$ cat config.mk
export PLATFORM = sky130hd
export DESIGN_NAME = pwr_clk_mode_mgr
export DESIGN_NICKNAME = d
export VERILOG_FILES = /design/src/rtl/pwr_mgr_pkg.sv /design/src/rtl/pwr_clk_src.sv /design/src/rtl/pwr_mode_seq.sv /design/src/rtl/pwr_enable_map.sv /design/src/rtl/pwr_clk_mode_mgr.sv
export SDC_FILE = /design/constraint.sdc
export NUM_CORES = 1
export LEC_CHECK = 0
export CELL_PAD_IN_SITES_DETAIL_PLACEMENT = 1
export CELL_PAD_IN_SITES_GLOBAL_PLACEMENT = 2
export CORE_UTILIZATION = 14
export DETAILED_ROUTE_END_ITERATION = 10
export PLACE_DENSITY = 0.66
export SYNTH_ARGS = -nofsm -noshare
export SYNTH_HDL_FRONTEND = slang
export SYNTH_HIERARCHICAL = 1
export SYNTH_SLANG_ARGS = --single-unit
$ cat constraint.sdc
create_clock -name clk -period 0.8 [get_ports clk]
set_input_delay 0.2 -clock clk [delete_from_list [all_inputs] [get_ports clk]]
set_output_delay 0.2 -clock clk [all_outputs]
set_load 0.01 [all_outputs]
$ cat src/rtl/pwr_mgr_pkg.sv
package pwr_mgr_pkg;
  typedef enum logic [1:0] {
    MODE_NORMAL  = 2'd0,
    MODE_STANDBY = 2'd1,
    MODE_FULL    = 2'd2
  } pwr_mode_e;
endpackage

$ cat src/rtl/pwr_clk_src.sv
module pwr_clk_src #(
  parameter int CTRL_W = 8,
  parameter int PD_LSB = 6
) (
  input  logic              clk,
  input  logic              rst_n,
  input  logic              commit_i,
  input  logic [CTRL_W-1:0] ctrl_i,
  input  logic              hold_i,
  output logic              int_clk_o
);
  localparam int PD_MSB = PD_LSB + 1;

  logic int_clk_q;
  logic int_clk_d;
  logic int_clk_en;

  // Only the two normal-operation codes carry a clock choice.
  always_comb begin
    int_clk_en = commit_i && !hold_i && !ctrl_i[PD_MSB];
    int_clk_d  = ctrl_i[PD_LSB];
  end

  always_ff @(posedge clk or negedge rst_n) begin
    if (!rst_n) begin
      int_clk_q <= 1'b0;
    end else if (int_clk_en) begin
      int_clk_q <= int_clk_d;
    end
  end

  assign int_clk_o = int_clk_q;

  assert_pd_keeps_clk_R3: assert property (@(posedge clk) disable iff (!rst_n)
    (commit_i && ctrl_i[PD_MSB]) |=> $stable(int_clk_o));

  assert_shdn_keeps_clk_R8: assert property (@(posedge clk) disable iff (!rst_n)
    hold_i |=> $stable(int_clk_o));
endmodule

$ cat src/rtl/pwr_mode_seq.sv
module pwr_mode_seq
  import pwr_mgr_pkg::*;
#(
  parameter int CTRL_W = 8,
  parameter int PD_LSB = 6
) (
  input  logic              clk,
  input  logic              rst_n,
  input  logic              wake_i,
  input  logic              commit_i,
  input  logic [CTRL_W-1:0] ctrl_i,
  input  logic              conv_active_i,
  input  logic              hold_i,
  output pwr_mode_e         mode_o
);
  localparam int PD_MSB = PD_LSB + 1;

  pwr_mode_e mode_q, mode_d;
  logic      pend_q, pend_d;
  logic      pfull_q, pfull_d;

  always_comb begin
    mode_d  = mode_q;
    pend_d  = pend_q;
    pfull_d = pfull_q;
    if (hold_i) begin
      // Shutdown pin dominates; stored state returns to normal for release.
      mode_d = MODE_NORMAL;
      pend_d = 1'b0;
    end else if (wake_i) begin
      mode_d = MODE_NORMAL;
      pend_d = 1'b0;
    end else begin
      if (pend_q && !conv_active_i) begin
        mode_d = pfull_q ? MODE_FULL : MODE_STANDBY;
        pend_d = 1'b0;
      end
      if (commit_i) begin
        pend_d  = ctrl_i[PD_MSB];
        pfull_d = ctrl_i[PD_LSB];
      end
    end
  end

  always_ff @(posedge clk or negedge rst_n) begin
    if (!rst_n) begin
      mode_q  <= MODE_NORMAL;
      pend_q  <= 1'b0;
      pfull_q <= 1'b0;
    end else begin
      mode_q  <= mode_d;
      pend_q  <= pend_d;
      pfull_q <= pfull_d;
    end
  end

  assign mode_o = mode_q;

  assert_defer_pd_R4: assert property (@(posedge clk) disable iff (!rst_n)
    (mode_q != MODE_NORMAL && $past(mode_q) == MODE_NORMAL) |-> $past(!conv_active_i));

  assert_wake_R5: assert property (@(posedge clk) disable iff (!rst_n)
    (wake_i && !hold_i) |=> (mode_q == MODE_NORMAL));

  assert_hold_resets_state_R8: assert property (@(posedge clk) disable iff (!rst_n)
    hold_i |=> (mode_q == MODE_NORMAL));
endmodule

$ cat src/rtl/pwr_enable_map.sv
module pwr_enable_map
  import pwr_mgr_pkg::*;
(
  input  pwr_mode_e mode_i,
  input  logic      int_clk_i,
  output logic      osc_en_o,
  output logic      refbuf_en_o,
  output logic      bandgap_en_o
);
  always_comb begin
    osc_en_o     = 1'b0;
    refbuf_en_o  = 1'b0;
    bandgap_en_o = 1'b1;
    unique case (mode_i)
      MODE_NORMAL: begin
        osc_en_o    = int_clk_i;
        refbuf_en_o = 1'b1;
      end
      MODE_STANDBY: begin
        refbuf_en_o = 1'b1;
      end
      default: begin
        refbuf_en_o = 1'b0;
      end
    endcase
  end
endmodule

$ cat src/rtl/pwr_clk_mode_mgr.sv
module pwr_clk_mode_mgr
  import pwr_mgr_pkg::*;
#(
  parameter int CTRL_W = 8,
  parameter int PD_LSB = 6
) (
  input  logic              clk,
  input  logic              rst_n,
  input  logic              wr_start_i,
  input  logic              wr_commit_i,
  input  logic [CTRL_W-1:0] ctrl_i,
  input  logic              conv_active_i,
  input  logic              shdn_n_i,
  output logic [1:0]        mode_o,
  output logic              int_clk_o,
  output logic              osc_en_o,
  output logic              refbuf_en_o,
  output logic              bandgap_en_o,
  output logic              abort_o
);
  logic      hold;
  pwr_mode_e stored_mode;
  pwr_mode_e eff_mode;
  logic      int_clk;

  assign hold = !shdn_n_i;

  pwr_clk_src #(.CTRL_W(CTRL_W), .PD_LSB(PD_LSB)) clk_src_i (
    .clk       (clk),
    .rst_n     (rst_n),
    .commit_i  (wr_commit_i),
    .ctrl_i    (ctrl_i),
    .hold_i    (hold),
    .int_clk_o (int_clk)
  );

  pwr_mode_seq #(.CTRL_W(CTRL_W), .PD_LSB(PD_LSB)) mode_seq_i (
    .clk           (clk),
    .rst_n         (rst_n),
    .wake_i        (wr_start_i),
    .commit_i      (wr_commit_i),
    .ctrl_i        (ctrl_i),
    .conv_active_i (conv_active_i),
    .hold_i        (hold),
    .mode_o        (stored_mode)
  );

  // Hardware shutdown acts without waiting for a clock edge.
  assign eff_mode = hold ? MODE_FULL : stored_mode;

  pwr_enable_map enable_map_i (
    .mode_i       (eff_mode),
    .int_clk_i    (int_clk),
    .osc_en_o     (osc_en_o),
    .refbuf_en_o  (refbuf_en_o),
    .bandgap_en_o (bandgap_en_o)
  );

  assign mode_o    = eff_mode;
  assign int_clk_o = int_clk;
  assign abort_o   = hold && conv_active_i;

  assert_shdn_now_R7: assert property (@(posedge clk) disable iff (!rst_n)
    !shdn_n_i |-> (mode_o == 2'd2 && !refbuf_en_o && !osc_en_o));

  assert_standby_enables_R6: assert property (@(posedge clk) disable iff (!rst_n)
    (mode_o == 2'd1) |-> (refbuf_en_o && bandgap_en_o && !osc_en_o));

  assert_full_enables_R6: assert property (@(posedge clk) disable iff (!rst_n)
    (mode_o == 2'd2) |-> (bandgap_en_o && !refbuf_en_o && !osc_en_o));

  assert_osc_follows_src_R2: assert property (@(posedge clk) disable iff (!rst_n)
    (mode_o == 2'd0) |-> (osc_en_o == int_clk_o));
endmodule

[Word-level counts from Yosys, hierarchy flattened]
Index checks and enable logic that the tools add are counted.
Storage, ports and cells
  bits in registers: 5
  latch bits: 0
  RAM bits: 0
  bits in read-only memories: 0
  bits of input ports: 14
  word-level logic and storage cells: 29
  memories: 0
Operators by class
  $add $sub $neg: 0
  multiply operators: 0
  divide/modulo/power cells: 0
  order comparisons: 0
  equal/unequal tests: 3
  shift-type cells: 0
  mux-type cells: 11
  bitwise logic cells: 1
  reduce and logical (&&, ||, !) cells: 10
Operator list (number)
  2-bit 2-to-1 mux: 5
  1-bit 2-to-1 mux: 6
  1-bit logical AND: 4
  4-bit by 3-bit != test with 1-bit output (second input constant): 1
  1-bit logical NOT: 3
  3-bit by 2-bit != test with 1-bit output (second input constant): 1
  3-bit AND reduction: 1
  2-bit by 1-bit equality test with 1-bit output (second input constant): 1
  2-bit logical NOT: 1
  2-bit OR reduction: 1
  1-bit inverter: 1

[Longest topological paths before layout]
Gate-level depths: netlist (run 1).
  word-level depth: 6
  depth in mapped cells: 4
  gate-level depth less buffers: 4

[Hierarchy]
The synthesis (run 1) kept the hierarchy.
Modules (own cells, without submodules)
  pwr_mode_seq: instances 1, cells an instance 17, area each 180.2 µm², seq. area each 100.1 µm²
  pwr_clk_src: instances 1, cells an instance 3, area each 52.6 µm², seq. area each 25.0 µm²
  pwr_enable_map: instances 1, cells an instance 4, area each 27.5 µm², seq. area each 0.0 µm²
  pwr_clk_mode_mgr: instances 1, cells an instance 4, area each 22.5 µm², seq. area each 0.0 µm²

[Worst setup path before layout (run 1)]
Ideal clock, no wire load.
  path kind: register -> output
  start: register mode_seq_i.mode_q[1] (netlist: mode_seq_i/mode_o[1])
  end: output port osc_en_o
  arrival: 807 ps
  data required time: 600 ps
  setup slack: -207 ps
  cell stages (with the launch flop): 3
  cells stage by stage: dfrtp_1 nand2b_1 nor3b_2
Between the ends
  cells in the longest elaborated chain, start to end: 3
RTL lines
  from (decl): RTL line pwr_mode_seq.sv:18  | pwr_mode_e mode_q, mode_d;
  from (signal assigned): RTL line pwr_mode_seq.sv:51  | mode_q <= mode_d;
  2-bit 2-to-1 mux: RTL line pwr_clk_mode_mgr.sv:49  | assign eff_mode = hold ? MODE_FULL : stored_mode;
  via mode_o[1]: RTL line pwr_clk_mode_mgr.sv:14  | output logic [1:0] mode_o,
  2-bit logical NOT: RTL line pwr_enable_map.sv:14  | unique case (mode_i)
  1-bit 2-to-1 mux: RTL line pwr_enable_map.sv:14
  to (decl): RTL line pwr_clk_mode_mgr.sv:16  | output logic osc_en_o,
The timed path passes the listed nets, and every way through them passes these cells.

[Final worst setup path (run 1)]
  start: register mode_seq_i.mode_q[1] (netlist: mode_seq_i/mode_o[1])
  end: output port osc_en_o
Between the ends
  cells in the longest elaborated chain, start to end: 3
RTL lines (RTL line)
  2-bit 2-to-1 mux: pwr_clk_mode_mgr.sv:49
  2-bit logical NOT: pwr_enable_map.sv:14
  1-bit 2-to-1 mux: pwr_enable_map.sv:14
Every way passes these cells.

==> results.json, run 1 <==
{
  "worstSetupStartpointType": "register",
  "worstReg2RegEnd": "clk_src_i/int_clk_o",
  "first_pass_iters": 3,
  "grt_first_pass_wirelength_um": 1200,
  "clock_latency_ns": 0.24,
  "finalCritPeriodShare": 1.58,
  "port_buffers": 13,
  "setup_viol": 9,
  "dpl_cell_area_um2": 533,
  "r2r_slack_ns": -0.17,
  "clock-root-buffer": "clkbuf_4",
  "maxCapViolCount": 0,
  "crit_path_max_fanout": 2,
  "utilization": 0.342,
  "gp_congestion": 0.615,
  "ff2ff_path_depth": 3,
  "fin_ws_ns": -0.467,
  "power_density_nw_per_um2": 1380,
  "post-dp-hpwl_um": 578,
  "finalPower_mw": 0.850,
  "stdcell_count": 81,
  "fin_skew_ns": 0.000178,
  "grt_pass1_vias": 291,
  "cts_tree": "built",
  "top_layer": "met3",
  "antenna_cells": 0,
  "finalCriticalPeriod_ns": 1.27,
  "clock_sinks": 5,
  "layout_common_cells": "8 x buf_6, 8 x buf_4, 5 x dfrtp_1, 3 x clkbuf_4",
  "drive_gt1_frac": 0.589,
  "vias": 282,
  "slew_viol_final": 0,
  "rsz0062_at_grt": "yes",
  "gr-total-overflow": 0,
  "max_freq_mhz": 789,
  "whs_ns": 0.176,
  "critical_path_arrival_ns": 1.07,
  "syn-cell-area_um2": 283,
  "die_y_um": 46.9,
  "crit_end": "osc_en_o",
  "final_cell_area_um2": 616,
  "viasPerCell": 3.48,
  "critPathKind": "reg -> out",
  "die_area_um2": 2200,
  "wl_per_cell_um": 8.81,
  "yosys_warnings": 6,
  "multi_input_comb_area_um2": 180,
  "synth.distinct_cells": 16,
  "area_delta_synth_final_pct": 118,
  "wl_met3_um": 73,
  "cp-startpoint": "mode_seq_i/mode_o[1]",
  "synthCells": 28,
  "hold_class": "in -> async",
  "clock_path_buffers": 2,
  "io-pin-count": 21,
  "worstPathRequired_ns": 0.60,
  "drc_errors": 0,
  "status": "finished with violations",
  "grt_max_degree": 6,
  "place_inst": 74,
  "syn_nets": 42,
  "htreeDepth": 1,
  "violations": "setup timing",
  "final_antenna_net_count": 0,
  "antenna_found_initial": 0,
  "track_usage": 0.0856,
  "pre_cts_ws_ns": -0.959,
  "fillers": 213,
  "rows": 15,
  "drt_iter0_markers": 2,
  "wirelength_um": 714,
  "ir_drop_v": 0.000455,
  "cts.clk_slew.worst_paths_ns": 0.04,
  "dr_wl_met2_um": 371,
  "cts_buffers": 3,
  "hold_viol_final": 0,
  "die_x_um": 46.9,
  "seq_area_frac_synth": 0.442,
  "coreArea_um2": 1800,
  "regArea_um2": 125,
  "finalSetupTns_ns": -2.27,
  "initial_core_util": 0.157,
  "wl_met1_um": 270,
  "ys_ff_latch": 5,
  "finalNetCount": 71,
  "worstReg2RegStart": "clk_src_i/int_clk_o",
  "end_kind": "primary output",
  "avgSynthCellArea_um2": 10.1,
  "power.static_leakage_nw": 0.293
}
[Yosys cell counts]
master / n / area (um2)
nor2b_1: 1 / 6.26
dfrtp_1: 5 / 125
nand2_1: 3 / 11.3
mux2i_1: 1 / 10.0
nor2_1: 1 / 3.75
and2_1: 2 / 12.5
inv_1: 2 / 7.51
o21ai_1: 1 / 5.00
nor3_1: 2 / 10.0
nor3b_1: 1 / 7.51
buf_4: 1 / 7.51
nand2b_1: 2 / 12.5
conb_1: 1 / 3.75
a21oi_1: 1 / 5.00
nor3b_2: 2 / 25.0
mux2_4: 2 / 30.0
[timing repair]
| item | in CTS | in global routing |
|---|---|---|
| endpoints found under the hold margin | 0 | 0 |
| pin swaps | 4 | 0 |
| gates resized for setup | 47 | 4 |
| endpoints found under the setup margin | 11 | 11 |
| hold buffers | 0 | 0 |
| setup buffers | 3 | 0 |
[logic make-up (layout without fill, tap and decap cells)]
kind of cell	count (synthesis)	in the layout	synth area share
other	1	1	0.0133
multiplexers	3	3	0.142
buffers and inverters	3	31	0.0531
flip-flops	5	5	0.442
AND/OR/NAND/NOR	14	14	0.314
AO/OA/AOI/OAI	2	2	0.0354
[worst min-delay path by stage]
stage	from	endpoint	slack, ns	depth (start not counted)
2_1_floorplan	rst_n	clk_src_i/int_clk_o	-0.1	0
3_3_place_gp	rst_n	clk_src_i/int_clk_o	0.44	1
3_5_place_dp	rst_n	clk_src_i/int_clk_o	0.43	1
4_1_cts	rst_n	mode_seq_i/mode_o[0]	0.18	1
5_1_grt	rst_n	mode_seq_i/mode_o[0]	0.19	1
6_report	rst_n	clk_src_i/int_clk_o	0.18	1
[where the power goes]
| group | internal, mW | switching [mW] |
|---|---|---|
| logic | 0.179 | 0.0909 |
| registers | 0.276 | 0.0188 |
| clock network | 0.188 | 0.0985 |
[critical path, stage by stage (launching register included)]
cell	delay [ns]
dfrtp_1	0.37
nand2b_4	0.15
nor3b_4	0.17
buf_2	0.15
[registers in the layout, summed over array words and instances, names as in the netlist]
signal and flops:
mode_seq_i/mode_o 2, clk_src_i/int_clk_o 1, mode_seq_i/pfull_q 1, mode_seq_i/pend_q 1
[cell type report]
cell class | instances | share of cell area
Clock buffer | 4 | 0.0427
Inverter | 2 | 0.0325
Multi-Input combinational cell | 20 | 0.293
Sequential cell | 5 | 0.203
Tap cell | 25 | 0.0508
Timing Repair Buffer | 25 | 0.378
[metal layers]
metal | vias to the layer above | global-route usage
met5 | - | 0
met4 | 0 | 0.103
met3 | 0 | 0.0192
met2 | 13 | 0.136
met1 | 125 | 0.0843
li1 | 144 | -
Power figures use the tool's default switching activity.
==> run 2: changes to the inputs <==
Settings changed: SKIP_CTS_REPAIR_TIMING from default to 1.
==> run 2 against run 1 <==
Largest power group unchanged. The run still ends with setup timing left. Via count is 0.71% higher. Highest routed layer unchanged. Largest cell class unchanged. Design area is 0.20% higher. Critical endpoint unchanged. Die area unchanged. Clock skew barely moved.
==> results.json, run 2 (synthesis gave the netlist of run 1 again) <==
{
  "status": "finished with violations",
  "violations": "setup timing",
  "finalNetCount": 71,
  "htreeDepth": 1,
  "end_kind": "primary output",
  "drt_iter0_markers": 3,
  "ir_drop_v": 0.000450,
  "hold_class": "in -> async",
  "dpl_cell_area_um2": 533,
  "final_common_cell": "buf_4",
  "grt_max_degree": 6,
  "die_area_um2": 2200,
  "largest_reg_flops": 2,
  "setup_viol": 9,
  "whs_ns": 0.177,
  "pre_cts_ws_ns": -0.959,
  "ff2ff_path_depth": 3,
  "rsz0062_at_grt": "yes",
  "post-dp-hpwl_um": 578,
  "coreArea_um2": 1800,
  "drc_errors": 0,
  "viasPerCell": 3.51,
  "clock_sinks": 5,
  "worstSetupStartpointType": "register",
  "wirelength_um": 714,
  "cts.clk_slew.worst_paths_ns": 0.04,
  "first_pass_iters": 5,
  "clock_latency_ns": 0.24,
  "power.static_leakage_nw": 0.323,
  "finalPower_mw": 0.847,
  "crit_slowest_cell": "dfrtp_1",
  "rows": 15,
  "die_x_um": 46.9,
  "slew_viol_final": 0,
  "max_freq_mhz": 790,
  "cts_tree": "built",
  "critPathKind": "reg -> out",
  "grt_pass1_vias": 276,
  "cts_buffers": 3,
  "antenna_found_initial": 0,
  "io-pin-count": 21,
  "drive_gt1_frac": 0.571,
  "track_usage": 0.0800,
  "final_cell_area_um2": 617,
  "port_buffers": 13,
  "hold_viol_final": 0,
  "vias": 284,
  "maxCapViolCount": 0,
  "clock-root-buffer": "clkbuf_4",
  "gp_congestion": 0.615,
  "layout_common_cells": "9 x buf_4, 7 x buf_6, 5 x dfrtp_1, 4 x dlymetal6s2s_1",
  "area_delta_synth_final_pct": 118,
  "antenna_cells": 0,
  "final_antenna_net_count": 0,
  "finalCriticalPeriod_ns": 1.27,
  "crit_path_max_fanout": 2,
  "grt_first_pass_wirelength_um": 1120,
  "finalCritPeriodShare": 1.58,
  "wl_per_cell_um": 8.81,
  "gr-total-overflow": 0,
  "die_y_um": 46.9,
  "cpPeakStageDelay_ns": 0.37,
  "worstPathRequired_ns": 0.60,
  "initial_core_util": 0.157,
  "utilization": 0.342,
  "critical_path_arrival_ns": 1.07,
  "power_density_nw_per_um2": 1370,
  "fin_skew_ns": 0.000671,
  "crit_chain": "nand2b_4, nor3b_4, buf_2",
  "fin_ws_ns": -0.466,
  "clock_path_buffers": 2
}
[run 2: cell types whose count changed in the layout (fill, tap and decap cells not counted)]
cell / delta
clkdlybuf4s15_1: -2
dlygate4sd2_1: -2
dlymetal6s2s_1: +4
nor2_4: -1
nand2_2: -1
nor2_2: +1
buf_6: -1
buf_4: +1
nand2_1: +1
[run 2: routing by layer]
metal  vias to the layer above  global-route usage  part of all wire
met5                         -                   0                 0
met4                         0               0.103                 0
met3                         0              0.0154             0.095
met2                        13               0.122              0.51
met1                       127              0.0820              0.40
li1                        144                   -                 -
[run 2: final timing paths]
path	endpoint	startpoint	slack [ns]
setup reg to reg	clk_src_i/int_clk_o	clk_src_i/int_clk_o	-0.18
setup / recovery	osc_en_o	mode_seq_i/mode_o[1]	-0.47
hold / removal	mode_seq_i/mode_o[0]	rst_n	0.18
hold reg to reg	mode_seq_i/pfull_q	mode_seq_i/pfull_q	0.58
min in group clk	mode_seq_i/mode_o[0]	wr_start_i	0.28
max in group asynchronous	mode_seq_i/mode_o[1]	rst_n	0.44
[run 2: power by group]
group	switching, mW	internal [mW]	leakage (nW)	total (mW)
logic	0.0884	0.179	0.243	0.267
registers	0.0190	0.276	0.0653	0.294
clock network	0.0977	0.188	0.0150	0.286
total	0.205	0.642	0.323	0.847
[run 2: stage by stage]
stage | setup TNS [ns] | cells
after floorplan | -0.160 | 28
after global routing | -2.71 | 81
after global placement | -8.03 | 74
final | -2.27 | 81
after detailed placement | -8.09 | 74
after CTS | -7.14 | 78
[run 2: final cells by class]
cell class | count | area [um2]
Clock buffer | 4 | 26.3
Fill cell | 209 | 1180
Inverter | 2 | 20.0
Multi-Input combinational cell | 20 | 173
Sequential cell | 5 | 125
Tap cell | 25 | 31.3
Timing Repair Buffer | 25 | 241
[run 2: worst max-delay path, delay by kind of cell, from the launching register on]
| kind | cells | cell delay (ns) |
|---|---|---|
| buffers and inverters | 1 | 0.15 |
| DFF | 1 | 0.37 |
| and+or+nand+nor | 2 | 0.32 |
